File: config.mk
export PLATFORM = sky130hd
export DESIGN_NAME = dly_txn_tracker
export DESIGN_NICKNAME = d
export VERILOG_FILES = /design/src/rtl/dtt_pkg.sv /design/src/rtl/dtt_store.sv /design/src/rtl/dtt_match.sv /design/src/rtl/dtt_discard.sv /design/src/rtl/dly_txn_tracker.sv
export SDC_FILE = /design/constraint.sdc
export NUM_CORES = 1
export LEC_CHECK = 0
export ABC_AREA = 1
export BUFFER_PORTS_ARGS = -buffer_cell sky130_fd_sc_hd__buf_2
export CORE_MARGIN = 1.5
export CORE_UTILIZATION = 25
export CTS_CLUSTER_SIZE = 12
export DETAILED_ROUTE_END_ITERATION = 6
export PLACE_DENSITY = 0.43
export SKIP_CTS_REPAIR_TIMING = 1
export SLEW_MARGIN = 0
export SYNTH_ARGS = -nofsm -noshare
export SYNTH_HDL_FRONTEND = slang
export SYNTH_SLANG_ARGS = --single-unit
File: constraint.sdc
create_clock -name clk -period 2.12 [get_ports clk]
set_input_delay 0.212 -clock clk [delete_from_list [all_inputs] [get_ports clk]]
set_output_delay 0.212 -clock clk [all_outputs]
set_load 0.02 [all_outputs]
File: src/rtl/dtt_pkg.sv
package dtt_pkg;

  typedef enum logic [1:0] {
    DT_IDLE = 2'd0,
    DT_PEND = 2'd1,
    DT_DONE = 2'd2
  } dt_state_e;

  // bit 0 of a bus command marks a write
  function automatic logic cmd_is_write(input logic cmd_lsb);
    return cmd_lsb;
  endfunction

  // exact command, or two reads under the relaxed policy
  function automatic logic cmd_compatible(input logic same, input logic req_wr,
                                          input logic st_wr, input logic relaxed);
    return same || (relaxed && !req_wr && !st_wr);
  endfunction

  // an attribute matches if equal, not compared, or tolerated
  function automatic logic attr_compatible(input logic same, input logic compared,
                                           input logic tolerate);
    return same || !compared || tolerate;
  endfunction

endpackage

File: src/rtl/dtt_store.sv
module dtt_store #(
  parameter int ADDR_W = 32,
  parameter int DATA_W = 32,
  parameter int BE_W   = 4,
  parameter int CMD_W  = 4,
  parameter int PAR_W  = 1
) (
  input  logic              clk,
  input  logic              rst_n,
  input  logic              cap_en,
  input  logic              cfg_par_en,
  input  logic              cfg_64_en,
  input  logic              cfg_lock_en,
  input  logic [ADDR_W-1:0] in_addr,
  input  logic [CMD_W-1:0]  in_cmd,
  input  logic [BE_W-1:0]   in_be,
  input  logic [PAR_W-1:0]  in_par,
  input  logic [DATA_W-1:0] in_wdata,
  input  logic              in_is64,
  input  logic              in_lock,
  input  logic              in_pref,
  input  logic              cpl_load,
  input  logic [DATA_W-1:0] cpl_data,
  output logic [ADDR_W-1:0] st_addr,
  output logic [CMD_W-1:0]  st_cmd,
  output logic [BE_W-1:0]   st_be,
  output logic [PAR_W-1:0]  st_par,
  output logic [DATA_W-1:0] st_wdata,
  output logic              st_is64,
  output logic              st_lock,
  output logic              st_pref,
  output logic [DATA_W-1:0] st_cdata
);

  logic in_wr;
  assign in_wr = dtt_pkg::cmd_is_write(in_cmd[0]);

  always_ff @(posedge clk or negedge rst_n) begin
    if (!rst_n) begin
      st_addr  <= '0;
      st_cmd   <= '0;
      st_be    <= '0;
      st_par   <= '0;
      st_wdata <= '0;
      st_is64  <= 1'b0;
      st_lock  <= 1'b0;
      st_pref  <= 1'b0;
    end else if (cap_en) begin
      st_addr  <= in_addr;
      st_cmd   <= in_cmd;
      st_be    <= in_be;
      st_par   <= cfg_par_en ? in_par : '0;
      st_wdata <= in_wr ? in_wdata : '0;
      st_is64  <= cfg_64_en & in_is64;
      st_lock  <= cfg_lock_en & in_lock;
      st_pref  <= in_pref;
    end
  end

  always_ff @(posedge clk or negedge rst_n) begin
    if (!rst_n)        st_cdata <= '0;
    else if (cpl_load) st_cdata <= cpl_data;
  end

  AST_HOLD_ON_NO_CAPTURE: assert property (@(posedge clk) disable iff (!rst_n)
    !cap_en |=> ($stable(st_addr) && $stable(st_cmd) && $stable(st_be) && $stable(st_wdata)));

  AST_CDATA_HOLD: assert property (@(posedge clk) disable iff (!rst_n)
    !cpl_load |=> $stable(st_cdata));

endmodule

File: src/rtl/dtt_match.sv
module dtt_match #(
  parameter int ADDR_W = 32,
  parameter int DATA_W = 32,
  parameter int BE_W   = 4,
  parameter int CMD_W  = 4,
  parameter int PAR_W  = 1
) (
  input  logic              clk,
  input  logic              rst_n,
  input  logic              cfg_relaxed,
  input  logic              cfg_be_skip,
  input  logic              cfg_par_en,
  input  logic              cfg_64_en,
  input  logic              cfg_lock_en,
  input  logic [ADDR_W-1:0] req_addr,
  input  logic [CMD_W-1:0]  req_cmd,
  input  logic [BE_W-1:0]   req_be,
  input  logic [PAR_W-1:0]  req_par,
  input  logic [DATA_W-1:0] req_wdata,
  input  logic              req_is64,
  input  logic              req_lock,
  input  logic [ADDR_W-1:0] st_addr,
  input  logic [CMD_W-1:0]  st_cmd,
  input  logic [BE_W-1:0]   st_be,
  input  logic [PAR_W-1:0]  st_par,
  input  logic [DATA_W-1:0] st_wdata,
  input  logic              st_is64,
  input  logic              st_lock,
  input  logic              st_pref,
  output logic              hit
);

  import dtt_pkg::*;

  logic req_wr, st_wr;
  logic addr_ok, cmd_ok, be_ok, par_ok, data_ok, w64_ok, lock_ok;
  logic be_masked;

  assign req_wr    = cmd_is_write(req_cmd[0]);
  assign st_wr     = cmd_is_write(st_cmd[0]);
  assign be_masked = cfg_be_skip && st_pref && !st_wr;

  assign addr_ok = (req_addr == st_addr);
  assign cmd_ok  = cmd_compatible(req_cmd == st_cmd, req_wr, st_wr, cfg_relaxed);
  assign be_ok   = attr_compatible(req_be == st_be, 1'b1, be_masked);
  assign par_ok  = attr_compatible(req_par == st_par, cfg_par_en, 1'b0);
  assign data_ok = attr_compatible(req_wdata == st_wdata, st_wr, 1'b0);
  assign w64_ok  = attr_compatible(req_is64 == st_is64, cfg_64_en, cfg_relaxed);
  assign lock_ok = attr_compatible(req_lock == st_lock, cfg_lock_en, 1'b0);

  assign hit = addr_ok && cmd_ok && be_ok && par_ok && data_ok && w64_ok && lock_ok;

  AST_HIT_SAME_ADDR: assert property (@(posedge clk) disable iff (!rst_n)
    hit |-> (req_addr == st_addr));

  AST_WRITE_EXACT_CMD: assert property (@(posedge clk) disable iff (!rst_n)
    (hit && st_cmd[0]) |-> (req_cmd == st_cmd));

  AST_STRICT_64: assert property (@(posedge clk) disable iff (!rst_n)
    (hit && !cfg_relaxed && cfg_64_en) |-> (req_is64 == st_is64));

endmodule

File: src/rtl/dtt_discard.sv
module dtt_discard #(
  parameter int DISCARD_W = 15,
  parameter int DCNT_W    = 8
) (
  input  logic              clk,
  input  logic              rst_n,
  input  logic              arm,
  input  logic              active,
  input  logic              claim,
  output logic              expire,
  output logic [DCNT_W-1:0] discards
);

  localparam logic [DCNT_W-1:0] CNT_ONE = {{(DCNT_W-1){1'b0}}, 1'b1};

  logic [DISCARD_W-1:0] timer_q;
  logic                 cnt_full;

  // the timer reaches all ones after 2^DISCARD_W - 1 steps in complete
  assign expire   = active && !claim && (&timer_q);
  assign cnt_full = &discards;

  always_ff @(posedge clk or negedge rst_n) begin
    if (!rst_n)      timer_q <= '0;
    else if (arm)    timer_q <= '0;
    else if (active) timer_q <= timer_q + 1'b1;
  end

  always_ff @(posedge clk or negedge rst_n) begin
    if (!rst_n)                   discards <= '0;
    else if (expire && !cnt_full) discards <= discards + CNT_ONE;
  end

  AST_DISCARD_STEP: assert property (@(posedge clk) disable iff (!rst_n)
    (expire && !cnt_full) |=> (discards == $past(discards) + CNT_ONE));

  AST_DISCARD_SAT: assert property (@(posedge clk) disable iff (!rst_n)
    cnt_full |=> (&discards));

  AST_NO_EXPIRE_IDLE: assert property (@(posedge clk) disable iff (!rst_n)
    !active |-> !expire);

endmodule

File: src/rtl/dly_txn_tracker.sv
module dly_txn_tracker #(
  parameter int ADDR_W    = 32,
  parameter int DATA_W    = 32,
  parameter int BE_W      = 4,
  parameter int CMD_W     = 4,
  parameter int PAR_W     = 1,
  parameter int DISCARD_W = 15,
  parameter int DCNT_W    = 8
) (
  input  logic              clk,
  input  logic              rst_n,
  input  logic              cfg_relaxed,
  input  logic              cfg_be_skip,
  input  logic              cfg_par_en,
  input  logic              cfg_64_en,
  input  logic              cfg_lock_en,
  input  logic              req_valid,
  input  logic [ADDR_W-1:0] req_addr,
  input  logic [CMD_W-1:0]  req_cmd,
  input  logic [BE_W-1:0]   req_be,
  input  logic [PAR_W-1:0]  req_par,
  input  logic [DATA_W-1:0] req_wdata,
  input  logic              req_is64,
  input  logic              req_lock,
  input  logic              req_pref,
  output logic              rsp_valid,
  output logic              rsp_retry,
  output logic              rsp_done,
  output logic [DATA_W-1:0] rsp_data,
  output logic              fwd_valid,
  output logic [ADDR_W-1:0] fwd_addr,
  output logic [CMD_W-1:0]  fwd_cmd,
  output logic [BE_W-1:0]   fwd_be,
  output logic [DATA_W-1:0] fwd_wdata,
  output logic              fwd_is64,
  output logic              fwd_lock,
  input  logic              cpl_valid,
  input  logic [DATA_W-1:0] cpl_data,
  output logic [1:0]        st_state,
  output logic [DCNT_W-1:0] st_discards
);

  import dtt_pkg::*;

  dt_state_e state_q, state_d;

  logic              cap_en, cpl_take, hit_now, match_hit, expire;
  logic [PAR_W-1:0]  st_par;
  logic              st_pref;
  logic [DATA_W-1:0] st_cdata;

  assign cap_en   = req_valid && (state_q == DT_IDLE);
  assign cpl_take = cpl_valid && (state_q == DT_PEND);
  assign hit_now  = req_valid && (state_q == DT_DONE) && match_hit;

  dtt_store #(
    .ADDR_W(ADDR_W), .DATA_W(DATA_W), .BE_W(BE_W), .CMD_W(CMD_W), .PAR_W(PAR_W)
  ) u_store (
    .clk(clk), .rst_n(rst_n), .cap_en(cap_en),
    .cfg_par_en(cfg_par_en), .cfg_64_en(cfg_64_en), .cfg_lock_en(cfg_lock_en),
    .in_addr(req_addr), .in_cmd(req_cmd), .in_be(req_be), .in_par(req_par),
    .in_wdata(req_wdata), .in_is64(req_is64), .in_lock(req_lock), .in_pref(req_pref),
    .cpl_load(cpl_take), .cpl_data(cpl_data),
    .st_addr(fwd_addr), .st_cmd(fwd_cmd), .st_be(fwd_be), .st_par(st_par),
    .st_wdata(fwd_wdata), .st_is64(fwd_is64), .st_lock(fwd_lock), .st_pref(st_pref),
    .st_cdata(st_cdata)
  );

  dtt_match #(
    .ADDR_W(ADDR_W), .DATA_W(DATA_W), .BE_W(BE_W), .CMD_W(CMD_W), .PAR_W(PAR_W)
  ) u_match (
    .clk(clk), .rst_n(rst_n),
    .cfg_relaxed(cfg_relaxed), .cfg_be_skip(cfg_be_skip), .cfg_par_en(cfg_par_en),
    .cfg_64_en(cfg_64_en), .cfg_lock_en(cfg_lock_en),
    .req_addr(req_addr), .req_cmd(req_cmd), .req_be(req_be), .req_par(req_par),
    .req_wdata(req_wdata), .req_is64(req_is64), .req_lock(req_lock),
    .st_addr(fwd_addr), .st_cmd(fwd_cmd), .st_be(fwd_be), .st_par(st_par),
    .st_wdata(fwd_wdata), .st_is64(fwd_is64), .st_lock(fwd_lock), .st_pref(st_pref),
    .hit(match_hit)
  );

  dtt_discard #(
    .DISCARD_W(DISCARD_W), .DCNT_W(DCNT_W)
  ) u_discard (
    .clk(clk), .rst_n(rst_n), .arm(cpl_take), .active(state_q == DT_DONE),
    .claim(hit_now), .expire(expire), .discards(st_discards)
  );

  always_comb begin
    state_d = state_q;
    unique case (state_q)
      DT_IDLE: if (cap_en)             state_d = DT_PEND;
      DT_PEND: if (cpl_take)           state_d = DT_DONE;
      DT_DONE: if (hit_now || expire)  state_d = DT_IDLE;
      default:                         state_d = DT_IDLE;
    endcase
  end

  always_ff @(posedge clk or negedge rst_n) begin
    if (!rst_n) begin
      state_q   <= DT_IDLE;
      rsp_valid <= 1'b0;
      rsp_retry <= 1'b0;
      rsp_done  <= 1'b0;
      rsp_data  <= '0;
      fwd_valid <= 1'b0;
    end else begin
      state_q   <= state_d;
      rsp_valid <= req_valid;
      rsp_retry <= req_valid && !hit_now;
      rsp_done  <= hit_now;
      rsp_data  <= hit_now ? st_cdata : '0;
      fwd_valid <= cap_en;
    end
  end

  assign st_state = state_q;

  AST_RESPONSE_KIND: assert property (@(posedge clk) disable iff (!rst_n)
    rsp_valid == (rsp_retry ^ rsp_done));

  AST_LAUNCH_AFTER_CAPTURE: assert property (@(posedge clk) disable iff (!rst_n)
    cap_en |=> (fwd_valid && st_state == 2'd1 && rsp_retry));

  AST_PENDING_RETRY: assert property (@(posedge clk) disable iff (!rst_n)
    (state_q == DT_PEND && req_valid) |=> rsp_retry);

  AST_HIT_FREES_ENTRY: assert property (@(posedge clk) disable iff (!rst_n)
    rsp_done |-> (st_state == 2'd0));

  AST_CPL_IGNORED_IDLE: assert property (@(posedge clk) disable iff (!rst_n)
    (state_q == DT_IDLE && !req_valid) |=> (st_state == 2'd0));

endmodule

* After elaboration in Yosys (flattened, before gate mapping)
Index checks and enable logic that the tools add are counted. W data, S select, Z words.
Storage, ports and cells: register bits after elaboration 169, word-level logic and storage cells 80, output and inout bits 120, input bits 117
Cells by class: add/subtract/negate cells 2, muxes and demuxes 9, bitwise gates (word level) 2, reductions and logical operators 38, equal/unequal tests 12
Operator list (count):
- $eq A32 B32 Y1 | 2
- $mux W32 | 2
- $mux W15 | 2
- $logic_and A1 B1 Y1 | 18
- $add A15 B1 Y15 const B | 1
- $reduce_and A15 Y1 | 1
- $add A8 B1 Y8 const B | 1
- $eq A4 B4 Y1 | 2
- $logic_or A1 B1 Y1 | 8
- $reduce_and A8 Y1 | 1
- $logic_not A1 Y1 | 7
- $mux W2 | 3
- $ne A2 B2 Y1 const B | 3
- $pmux W2 S3 | 1
- $eq A1 B1 Y1 | 3
- $reduce_and A3 Y1 | 1
- $and A1 B1 Y1 | 2
- $eq A2 B1 Y1 const B | 1
- $eq A2 B2 Y1 const B | 1
- $logic_not A2 Y1 | 1
- $reduce_bool A2 Y1 | 1
- $mux W1 | 1

* Longest topological paths before layout
Gate-level depths: netlist (run 1).
word-level depth 17, mapped depth 14

* Modules after synthesis
Synthesis (run 1) repeated with hierarchy kept, for this count alone.
Second synthesis, totals: cell total of the unflattened synthesis 1122, area, all modules 8421.8 um^2
Modules (own cells, without submodules):
- dtt_store | seq. area each 2702.6 um^2, instances 1, cells an instance 462, area an instance 4160.2 um^2
- dtt_discard | seq. area each 575.6 um^2, instances 1, cells an instance 190, area an instance 1447.6 um^2
- dtt_match | seq. area each 0.0 um^2, instances 1, cells an instance 346, area an instance 1420.1 um^2
- dly_txn_tracker | seq. area each 950.9 um^2, instances 1, cells an instance 124, area an instance 1393.8 um^2

* Least setup slack after synthesis (run 1)
OpenSTA, ideal clock, no wires.
path kind register -> register, start point reg u_discard.timer_q[0], end point reg u_discard.discards[2], buffers on the path 0, library setup time 0.118 ns, data arrival time 1.490 ns, path slack 0.512 ns, clock period less this slack 1.608 ns, required time 2.002 ns, cell stages (with the launch flop) 11, path through dfrtp_1 > ha_1 > nand3_2 > nor2_4 > nand3_2 > nor2_4 > nand4_4 > nor2_8 > nand3_4 > nand2_1 > nand2_1
Between the ends: word-level cells in the longest chain between the ends 3
Ends and longest elaborated chain:
- start, declared | RTL line dtt_discard.sv:16 | logic [DISCARD_W-1:0] timer_q;
- start signal, assigned | RTL line dtt_discard.sv:26 | else if (active) timer_q <= timer_q + 1'b1;
- $reduce_and A15 Y1 | RTL line dtt_discard.sv:20 | assign expire = active && !claim && (&timer_q);
- $logic_and A1 B1 Y1 | RTL line dtt_discard.sv:20
- $logic_and A1 B1 Y1 | RTL line dtt_discard.sv:31 | else if (expire && !cnt_full) discards <= discards + CNT_ONE;
- end signal, assigned | RTL line dtt_discard.sv:31
- end, declared | RTL line dtt_discard.sv:11 | output logic [DCNT_W-1:0] discards
Every way passes these cells. A chain may end at the register's enable or synchronous reset.

* Worst setup path after layout (run 1)
start point in req_be[1], end point reg rsp_data[30]
Between the ends: word-level cells in the longest chain between the ends 9
Ends and longest elaborated chain:
- start, declared | RTL line dly_txn_tracker.sv:20 | input logic [BE_W-1:0] req_be,
- $eq A4 B4 Y1 | RTL line dtt_match.sv:45 | assign be_ok = attr_compatible(req_be == st_be, 1'b1, be_masked);
- $logic_or A1 B1 Y1 | RTL line dtt_pkg.sv:23 | return same || !compared || tolerate;
- $logic_and A1 B1 Y1 (5 in a row) | RTL line dtt_match.sv:51 | assign hit = addr_ok && cmd_ok && be_ok && par_ok && data_ok && w64_ok && lock_ok;
- $logic_and A1 B1 Y1 | RTL line dly_txn_tracker.sv:54 | assign hit_now = req_valid && (state_q == DT_DONE) && match_hit;
- $mux W32 | RTL line dly_txn_tracker.sv:112 | rsp_data <= hit_now ? st_cdata : '0;
- end signal, assigned | RTL line dly_txn_tracker.sv:112
- end, declared | RTL line dly_txn_tracker.sv:29 | output logic [DATA_W-1:0] rsp_data,
Every way passes these cells.

==> flow_metrics.tcl, run 1 <==
set metrics [dict create \
    ant_nets 0 \
    place_hpwl_um 17100 \
    cts_root_buffer "clkbuf_16" \
    min_to "u_store.st_cmd[2]" \
    die_x_um 183 \
    rr_worst_depth 8 \
    crit_arrival_ps 2230 \
    gp_congestion 0.766 \
    io_buffers 236 \
    critical_path_class "in -> reg" \
    synthCells 1018 \
    layout-drive-gt1-share 0.255 \
    gr-usage-all-layers 0.142 \
    overflow 0 \
    fin_util 0.331 \
    ys_seq_area_frac 0.521 \
    placed_cells 1670 \
    instances_no_fill 1708 \
    antenna_cells 0 \
    clockBufferDepth 2 \
    drc_errors 0 \
    fmax_mhz 535 \
    setup-tns-final_ps 0 \
    rr_startpoint "u_store.st_be[2]" \
    totalWireLength_um 23400 \
    finalHoldViolations 0 \
    h-tree-depth 4 \
    worstHoldStart "req_cmd[2]" \
    clock_latency_ps 440 \
    synthTopCellsByCount "nand2_1, dfrtp_1, inv_1, nor2_1, o21ai_0" \
    p_leak_nw 5.76 \
    syn_nets 1137 \
    grt_pass1_vias 6797 \
    first_pass_iters 4 \
    core_area_um2 31800 \
    via_per_inst 4.15 \
    regArea_um2 4230 \
    rsz0062_at_grt "false" \
    fill_cells 3403 \
    yosys.area.top_type "dfrtp_1" \
    cts.clk_slew.worst_paths_ps 80 \
    ir_worst_vdd_v 0.000526 \
    wl_per_cell_um 13.7 \
    start_kind "primary input" \
    antenna_found_initial 0 \
    whs_path_depth 3 \
    tritoncts "yes" \
    synth.most_common_cell "nand2_1" \
    async_flop_share 1.00 \
    grt_max_degree 112 \
    period_needed_ps 1870 \
    drtIter0Drc 326 \
    cap_violations 0 \
    area_delta_synth_final_pct 29.7 \
    crit_fanout 33 \
    finClkSkew_ps 11.8 \
    final_nets 1379 \
    ys.flop_type "dfrtp_1" \
    num_rows 65 \
    rrSetupSlack_ps 280 \
    multiInputGateArea_um2 3170 \
    synth.avg_cell_area_um2 7.98 \
    cts_made_buffers 17 \
    endpoint_kind "register" \
    setup_viol_count_final 0 \
    synth_edf_count 0 \
    grt_pass1_wl_um 36900 \
    hold_class "in -> reg" \
    worstMarginPinSlew_ps 624 \
    status "finished, final reports clean" \
    vias 7087 \
    die_h_um 183 \
    die_area_um2 33600 \
    maxSlewViolCount 0 \
    p_per_area_nw_per_um2 1290 \
    syn-cell-area_um2 8120 \
    cts.sinks 169 \
    finalCritPeriodShare 0.881 \
    yosysWarningCount 0 \
    start_util 0.255 \
    synth.top_cells.by_area "dfrtp_1, nand2_1, inv_1, o21ai_0, nor2_1" \
    yosysUniqueCellTypes 38 \
    ys_seq_elements 169 \
    netlist.area_leader.share 0.521 \
    ios 237 \
    r2r-end "rsp_data[30]" \
    slew_headroom 0.583 \
    crit_required_ps 2480 \
]
critical path, cell delays in order:
cell,delay (ps)
dlygate4sd3_1,550
buf_2,140
xor2_1,150
nor2_1,110
nand2_1,100
nand2_1,110
nor3b_1,330
nand3_2,150
buf_12,200
nor2_2,120
worst max-delay path by stage:
stage / start / to / slack [ps] / depth (start not counted)
after global placement: u_store.st_be[2] / rsp_data[31] / 250 / 8
after floorplan: u_discard.timer_q[0] / u_discard.discards[2] / 510 / 10
after global routing: st_state[1] / u_discard.discards[4] / 50 / 12
after CTS: u_store.st_be[2] / rsp_data[30] / 200 / 8
final: req_be[1] / rsp_data[30] / 250 / 10
after detailed placement: u_store.st_be[2] / rsp_data[30] / 220 / 8
cell usage in the layout, fill, tap and decap left out, types with 21 or more instances in the layout:
master,instances
nand2_1,310
buf_2,235
dfrtp_1,169
inv_1,155
nor2_1,84
o21ai_0,73
a21oi_1,40
nor2_2,29
xnor2_1,25
nand3_1,24
nand4_1,21
metrics by stage:
| step | worst slack [ps] | hold slack, ps | instance area [um^2] | power, W |
|---|---|---|---|---|
| after CTS | 205 | -269 | 10500 | 0.0138 |
| after global placement | 250 | 214 | 9870 | 0.0104 |
| after floorplan | 512 | -83.6 | 8120 | 0.00854 |
| after detailed placement | 224 | 216 | 9870 | 0.0105 |
| after global routing | 45.4 | 3.47 | 10500 | 0.0147 |
| final | 252 | 1.41 | 10500 | 0.0136 |
kinds of logic after synthesis:
logic type | after synthesis | synth area share
xor+xnor | 33 | 0.0356
simple gates | 489 | 0.260
mux | 1 | 0.00123
compound gates | 137 | 0.0898
flops | 169 | 0.521
fa+ha+maj | 2 | 0.00308
buf+inv | 187 | 0.0897
cell type report:
cell class | count | share of cell area
sequential | 169 | 0.401
multi-input combinational | 662 | 0.301
timing repair buffer | 253 | 0.132
inverter | 157 | 0.0561
tap | 435 | 0.0517
clock buffer | 17 | 0.0404
clock inverter | 15 | 0.0171
power by group:
group | switching, W | internal (W)
clock | 0.00155 | 0.00169
combinational | 0.00342 | 0.00178
sequential | 0.000835 | 0.00431
layer usage:
layer / up-vias / part of all wire / GRT usage
li1: 3640 / - / -
met1: 3271 / 0.47 / 0.189
met2: 163 / 0.48 / 0.232
met3: 13 / 0.046 / 0.0318
met4: 0 / 0.0098 / 0.0370
met5: - / 0 / 0
sequential cells by signal (all words and copies together), names as in the netlist:
signal and count:
u_store.st_cdata 32, fwd_valid 1, u_store.st_lock 1, u_discard.timer_q 15, rsp_done 1, rsp_valid 1
u_store.st_par 1, u_store.st_cmd 4, u_store.st_be 4, u_store.st_pref 1, u_discard.discards 8, u_store.st_addr 32
st_state 2, rsp_data 32, u_store.st_wdata 32, rsp_retry 1, u_store.st_is64 1
Power figures use the tool's default switching activity.
==> inputs of run 2 (changes only) <==
--- a/config.mk
+++ b/config.mk
@@ -7,11 +7,14 @@
 export LEC_CHECK = 0
 export ABC_AREA = 1
 export BUFFER_PORTS_ARGS = -buffer_cell sky130_fd_sc_hd__buf_2
+export CAP_MARGIN = 20
+export CELL_PAD_IN_SITES_DETAIL_PLACEMENT = 2
+export CELL_PAD_IN_SITES_GLOBAL_PLACEMENT = 2
 export CORE_MARGIN = 1.5
 export CORE_UTILIZATION = 25
 export CTS_CLUSTER_SIZE = 12
 export DETAILED_ROUTE_END_ITERATION = 6
-export PLACE_DENSITY = 0.43
+export PLACE_DENSITY = 0.69
 export SKIP_CTS_REPAIR_TIMING = 1
 export SLEW_MARGIN = 0
 export SYNTH_ARGS = -nofsm -noshare
==> run 2 against run 1 <==
Net effect: the run now ends with hold timing left; highest routed layer is now met5; via count up 7.1%; die area stayed put; largest power group unchanged; hold slack lost 1.7 ps; combinational power rose by 4.4%.
==> flow_metrics.tcl, run 2 (synthesis gave the netlist of run 1 again) <==
set metrics [dict create \
    min_to "u_store.st_be[0]" \
    die_x_um 183 \
    path_cells "nand2_1 > nand2_1 > nor3_1 > nand4_1 > nor2_1 > nand3_2 > buf_12 > nor2_2" \
    first_pass_iters 4 \
    setup_viol_count_final 0 \
    clock_latency_ps 430 \
    r2r-end "rsp_data[6]" \
    totalWireLength_um 28700 \
    period_needed_ps 1960 \
    grt_max_degree 112 \
    io_buffers 236 \
    rr_worst_depth 8 \
    cap_violations 0 \
    slowest_delay_ps 450 \
    worstMarginPinSlew_ps 713 \
    grt_pass1_wl_um 45500 \
    start_util 0.255 \
    final_nets 1381 \
    crit_top_cell "nand2_1" \
    die_area_um2 33600 \
    drtIter0Drc 296 \
    ant_nets 0 \
    crit_fanout 33 \
    rr_startpoint "u_store.st_addr[3]" \
    setup-tns-final_ps 0 \
    status "finished with violations" \
    wl_per_cell_um 16.7 \
    p_leak_nw 5.76 \
    rrSetupSlack_ps 160 \
    overflow 0 \
    violations "hold timing" \
    finClkSkew_ps 12.6 \
    gp_congestion 0.784 \
    layout-drive-gt1-share 0.257 \
    clockBufferDepth 2 \
    vias 7591 \
    slowest_stage "dfrtp_1" \
    whs_ps -0.340 \
    crit_required_ps 2470 \
    crit_start "u_store.st_addr[3]" \
    grt.busiest_layer "met2" \
    finalHoldViolations 1 \
    cts_made_buffers 17 \
    ir_worst_vdd_v 0.000602 \
    die_h_um 183 \
    gr-usage-all-layers 0.176 \
    tritoncts "yes" \
    critical_path_class "reg -> reg" \
    place_hpwl_um 22000 \
    p_per_area_nw_per_um2 1300 \
    grt_pass1_vias 8275 \
    ios 237 \
    worstHoldStart "req_be[0]" \
    hold_class "in -> reg" \
    drc_errors 0 \
    start_kind "register" \
    final_cell_mix "nand2_1, buf_2, dfrtp_1" \
    cts.sinks 169 \
    met1_usage 0.216 \
    crit_arrival_ps 2310 \
    slew_headroom 0.524 \
    finalCritPeriodShare 0.925 \
    core_area_um2 31800 \
    num_rows 65 \
    antenna_found_initial 2 \
    maxSlewViolCount 0 \
    cts_root_buffer "clkbuf_16" \
    area_delta_synth_final_pct 29.6 \
    cts.clk_slew.worst_paths_ps 80 \
    via_per_inst 4.44 \
    endpoint_kind "register" \
    rsz0062_at_grt "false" \
    gr-usage-met2 0.311 \
    layout_commonest_cell "nand2_1" \
    fmax_mhz 510 \
    h-tree-depth 4 \
    whs_path_depth 3 \
    grt_use_met3 0.0344 \
]
run 2: changes by cell type in the layout (fill, tap and decap cells not counted):
| cell | before | now |
|---|---|---|
| inv_8 | 3 | 2 |
| clkbuf_8 | 0 | 2 |
| bufinv_16 | 1 | 0 |
| clkinv_4 | 3 | 2 |
| diode_2 | 0 | 1 |
| buf_4 | 6 | 8 |
| dlygate4sd3_1 | 6 | 5 |
| clkinv_2 | 1 | 3 |
| buf_12 | 5 | 6 |
| inv_6 | 3 | 5 |
| nor2_1 | 84 | 83 |
| nor2_2 | 29 | 30 |
| clkinv_8 | 3 | 0 |
run 2: worst max-delay path by stage:
stage / slack (ps) / cells past startpoint / endpoint
after floorplan: 510 / 10 / u_discard.discards[2]
after detailed placement: 210 / 8 / rsp_data[6]
after global placement: 300 / 8 / rsp_data[31]
after global routing: 10 / 9 / rsp_data[6]
after CTS: 170 / 8 / rsp_data[6]
final: 160 / 8 / rsp_data[6]
run 2: critical path: cells and delay by family, from the launching register on:
kind	cells	cell delay [ps]
and+or+nand+nor	7	1200
DFF	1	450
buffers and inverters	1	200
run 2: area by class of cell:
cell class,count,area (um^2)
timing repair buffer,255,1420
antenna,1,2.50
sequential,169,4230
fill,3742,21300
clock buffer,19,453
inverter,157,591
multi-input combinational,662,3180
clock inverter,13,109
tap,435,544
run 2: stage by stage:
stage	std cells	total power, W	setup WS (ps)	area (um^2)	utilization
detailed placement	1673	0.0108	206	9900	0.311
global placement	1673	0.0105	296	9900	0.311
CTS	1705	0.0140	171	10500	0.329
global route	1711	0.0148	11.5	10500	0.331
floorplan	1018	0.00854	512	8120	-
finish	1711	0.0137	160	10500	0.331
run 2: power by group:
| part | total (W) | switching, W | internal [W] | leakage, nW |
|---|---|---|---|---|
| clock network | 0.00307 | 0.00147 | 0.00160 | 0.275 |
| logic | 0.00543 | 0.00366 | 0.00178 | 3.34 |
| registers | 0.00520 | 0.000884 | 0.00432 | 2.14 |
run 2: metal layers:
layer | part of all wire | wire length (um)
met5 | 0.00045 | 13
met4 | 0.013 | 369
met3 | 0.035 | 1010
met2 | 0.52 | 14900
met1 | 0.43 | 12300
==> inputs of run 3 (changes only) <==
--- a/config.mk
+++ b/config.mk
@@ -5,7 +5,7 @@
 export SDC_FILE = /design/constraint.sdc
 export NUM_CORES = 1
 export LEC_CHECK = 0
-export ABC_AREA = 1
+export ABC_AREA = 0
 export BUFFER_PORTS_ARGS = -buffer_cell sky130_fd_sc_hd__buf_2
 export CAP_MARGIN = 20
 export CELL_PAD_IN_SITES_DETAIL_PLACEMENT = 2
@@ -14,7 +14,7 @@
 export CORE_UTILIZATION = 25
 export CTS_CLUSTER_SIZE = 12
 export DETAILED_ROUTE_END_ITERATION = 6
-export PLACE_DENSITY = 0.69
+export PLACE_DENSITY = 0.66
 export SKIP_CTS_REPAIR_TIMING = 1
 export SLEW_MARGIN = 0
 export SYNTH_ARGS = -nofsm -noshare
==> run 3 against run 2 <==
Net effect: the run ends with hold timing, setup timing left; synthesized area down 9.5%; clock skew up 4.4 ps; synthesized cell count is 31% lower; first-iteration DRC count is 36% lower; register-to-register slack worse by 260 ps; die area down 9.3%; utilization rose by 2.7 points; sequential share of layout area up 0.89 points; hold slack got worse by 1.3 ps.
==> flow_metrics.tcl, run 3 <==
set metrics [dict create \
    power.total_w 0.0135 \
    sw_frac_of_total 0.407 \
    layout_commonest_cell "buf_2" \
    core_area_um2 28900 \
    pre_cts_ws_ps -221 \
    grt_max_degree 73 \
    final_nets 1118 \
    design_area_um2 10300 \
    final_cell_mix "buf_2, nand2_1, dfrtp_1" \
    cts_made_buffers 17 \
    worstHoldStart "req_addr[23]" \
    h-tree-depth 4 \
    p_per_area_nw_per_um2 1310 \
    r2r-end "u_discard.discards[3]" \
    synth.avg_cell_area_um2 10.4 \
    grt_use_met3 0.0492 \
    crit_arrival_ps 2510 \
    totalWireLength_um 24500 \
    fmax_mhz 450 \
    io_buffers 236 \
    drc_errors 0 \
    gr-usage-met2 0.273 \
    instances_no_fill 1397 \
    period_needed_ps 2220 \
    die_area_um2 30400 \
    async_flop_share 1.00 \
    syn_nets 824 \
    gp_congestion 0.746 \
    yosysUniqueCellTypes 38 \
    crit_fanout 8 \
    rr_worst_depth 8 \
    finalHoldViolations 1 \
    comb_power_share 0.380 \
    rsz0062_at_grt "true" \
    via_per_inst 4.45 \
    start_util 0.255 \
    critical_path_class "reg -> reg" \
    synthTopCellsByCount "nand2_1, dfrtp_1, xor2_1, o21ai_0, and3_1" \
    maxSlewViolCount 0 \
    clockBufferDepth 2 \
    synthCells 705 \
    p_leak_nw 5.35 \
    drtIter0Drc 188 \
    antenna_found_initial 1 \
    vias 6221 \
    ys_seq_elements 169 \
    rrSetupSlack_ps -100 \
    wl_per_cell_um 17.6 \
    cts_root_buffer "clkbuf_16" \
    yosys.area.top_type "dfrtp_1" \
    slew_headroom 0.554 \
    ys.flop_type "dfrtp_1" \
    rr_startpoint "u_store.st_addr[28]" \
    whs_path_depth 3 \
    min_to "u_store.st_addr[23]" \
    place_hpwl_um 18000 \
    area_delta_synth_final_pct 40.3 \
    met1_usage 0.214 \
    layout-drive-gt1-share 0.392 \
    tritoncts "yes" \
    switchingPower_w 0.00548 \
    final.setup.worst_slack_ps -102 \
    ios 237 \
    cts.clk_slew.worst_paths_ps 80 \
    grt.busiest_layer "met2" \
    die_x_um 174 \
    placed_cells 1352 \
    first_pass_iters 4 \
    ant_nets 0 \
    overflow 0 \
    clockPowerShare 0.240 \
    p_seq_frac 0.380 \
    start_kind "register" \
    finClkSkew_ps 17.0 \
    placed_area_um2 9460 \
    ys_seq_area_frac 0.575 \
    finalCritPeriodShare 1.05 \
    grt_pass1_vias 6951 \
    grt_pass1_wl_um 39200 \
    cell_internal_pwr_w 0.00799 \
    endpoint_kind "register" \
    whs_ps -1.67 \
    synth.most_common_cell "nand2_1" \
    cts.sinks 169 \
    worstMarginPinSlew_ps 668 \
    die_h_um 174 \
    crit_start "u_store.st_addr[28]" \
    violations "hold timing, setup timing" \
    clock_latency_ps 430 \
    synth.top_cells.by_area "dfrtp_1, nand2_1, xor2_1, mux2_2, o21ai_0" \
    netlist.area_leader.share 0.575 \
    status "finished with violations" \
    hold_class "in -> reg" \
    synth_edf_count 0 \
    yosysWarningCount 0 \
    setup_viol_count_final 31 \
    crit_required_ps 2410 \
    num_rows 62 \
    ir_worst_vdd_v 0.000370 \
    syn-cell-area_um2 7350 \
    cap_violations 0 \
    gr-usage-all-layers 0.165 \
]
==> run 3: changes by cell type in the layout (fill, tap and decap cells not counted), sizes merged, moves of 20 or more <==
cell,previous run,this run
and3,0,35
xnor2,25,0
inv,163,10
a21oi,40,3
nand2,314,216
mux2,0,33
o21ai,73,53
buf,250,299
nor2,117,3
xor2,8,82
==> run 3: power groups by stage <==
stage                     Combinational [W]  Sequential [W]  Clock [W]
after floorplan                     0.00197         0.00597          0
final                               0.00512         0.00512    0.00323
after CTS                           0.00515         0.00513    0.00336
after detailed placement            0.00512         0.00519          0
after global routing                0.00569         0.00528    0.00347
after global placement              0.00498         0.00511          0
==> run 3: how the worst max path moves through the flow <==
stage	slack, ps	cells past startpoint	to
floorplan	6	7	u_discard.discards[1]
global placement	-190	7	u_discard.discards[1]
detailed placement	-220	8	u_discard.discards[4]
CTS	-240	8	u_discard.discards[4]
global route	-190	9	u_discard.discards[3]
finish	-100	8	u_discard.discards[3]
==> run 3: layout make-up <==
cell class | count | area, um^2
Multi-Input combinational cell | 498 | 3070
Tap cell | 384 | 480
Fill cell | 3223 | 18500
Inverter | 4 | 15.0
Sequential cell | 169 | 4240
Timing Repair Buffer | 309 | 1880
Clock buffer | 17 | 425
Clock inverter | 15 | 194
Antenna cell | 1 | 2.50
==> run 3: stage by stage <==
stage	util	TNS [ps]
floorplan	-	0
global placement	0.328	-4790
detailed placement	0.328	-5710
CTS	0.349	-6130
global route	0.357	-4190
finish	0.357	-1380
==> run 3: logic make-up (layout without fill, tap and decap cells) <==
family | count (synthesis) | in the layout | share of synthesized area
simple gates | 309 | 309 | 0.190
compound gates | 70 | 70 | 0.0575
buf+inv | 38 | 345 | 0.0220
flops | 169 | 169 | 0.575
xor+xnor | 82 | 82 | 0.0977
mux | 35 | 35 | 0.0538
fa+ha+maj | 2 | 2 | 0.00340
other cells | 0 | 1 | 0
==> run 3: worst max-delay path: stages (launching register included) <==
cell      delay [ps]
dfrtp_2          420
xor2_1           160
nor4_1           340
nand4_1          210
nor4_4           360
buf_6            190
buf_12           140
a211oi_2          80
xor2_1           170
==> run 3: routing by layer <==
metal / share of wire / vias to the layer above
met3: 0.064 / 11
met2: 0.48 / 155
met4: 0.0086 / 0
met1: 0.45 / 3120
li1: - / 2935
met5: 0 / -
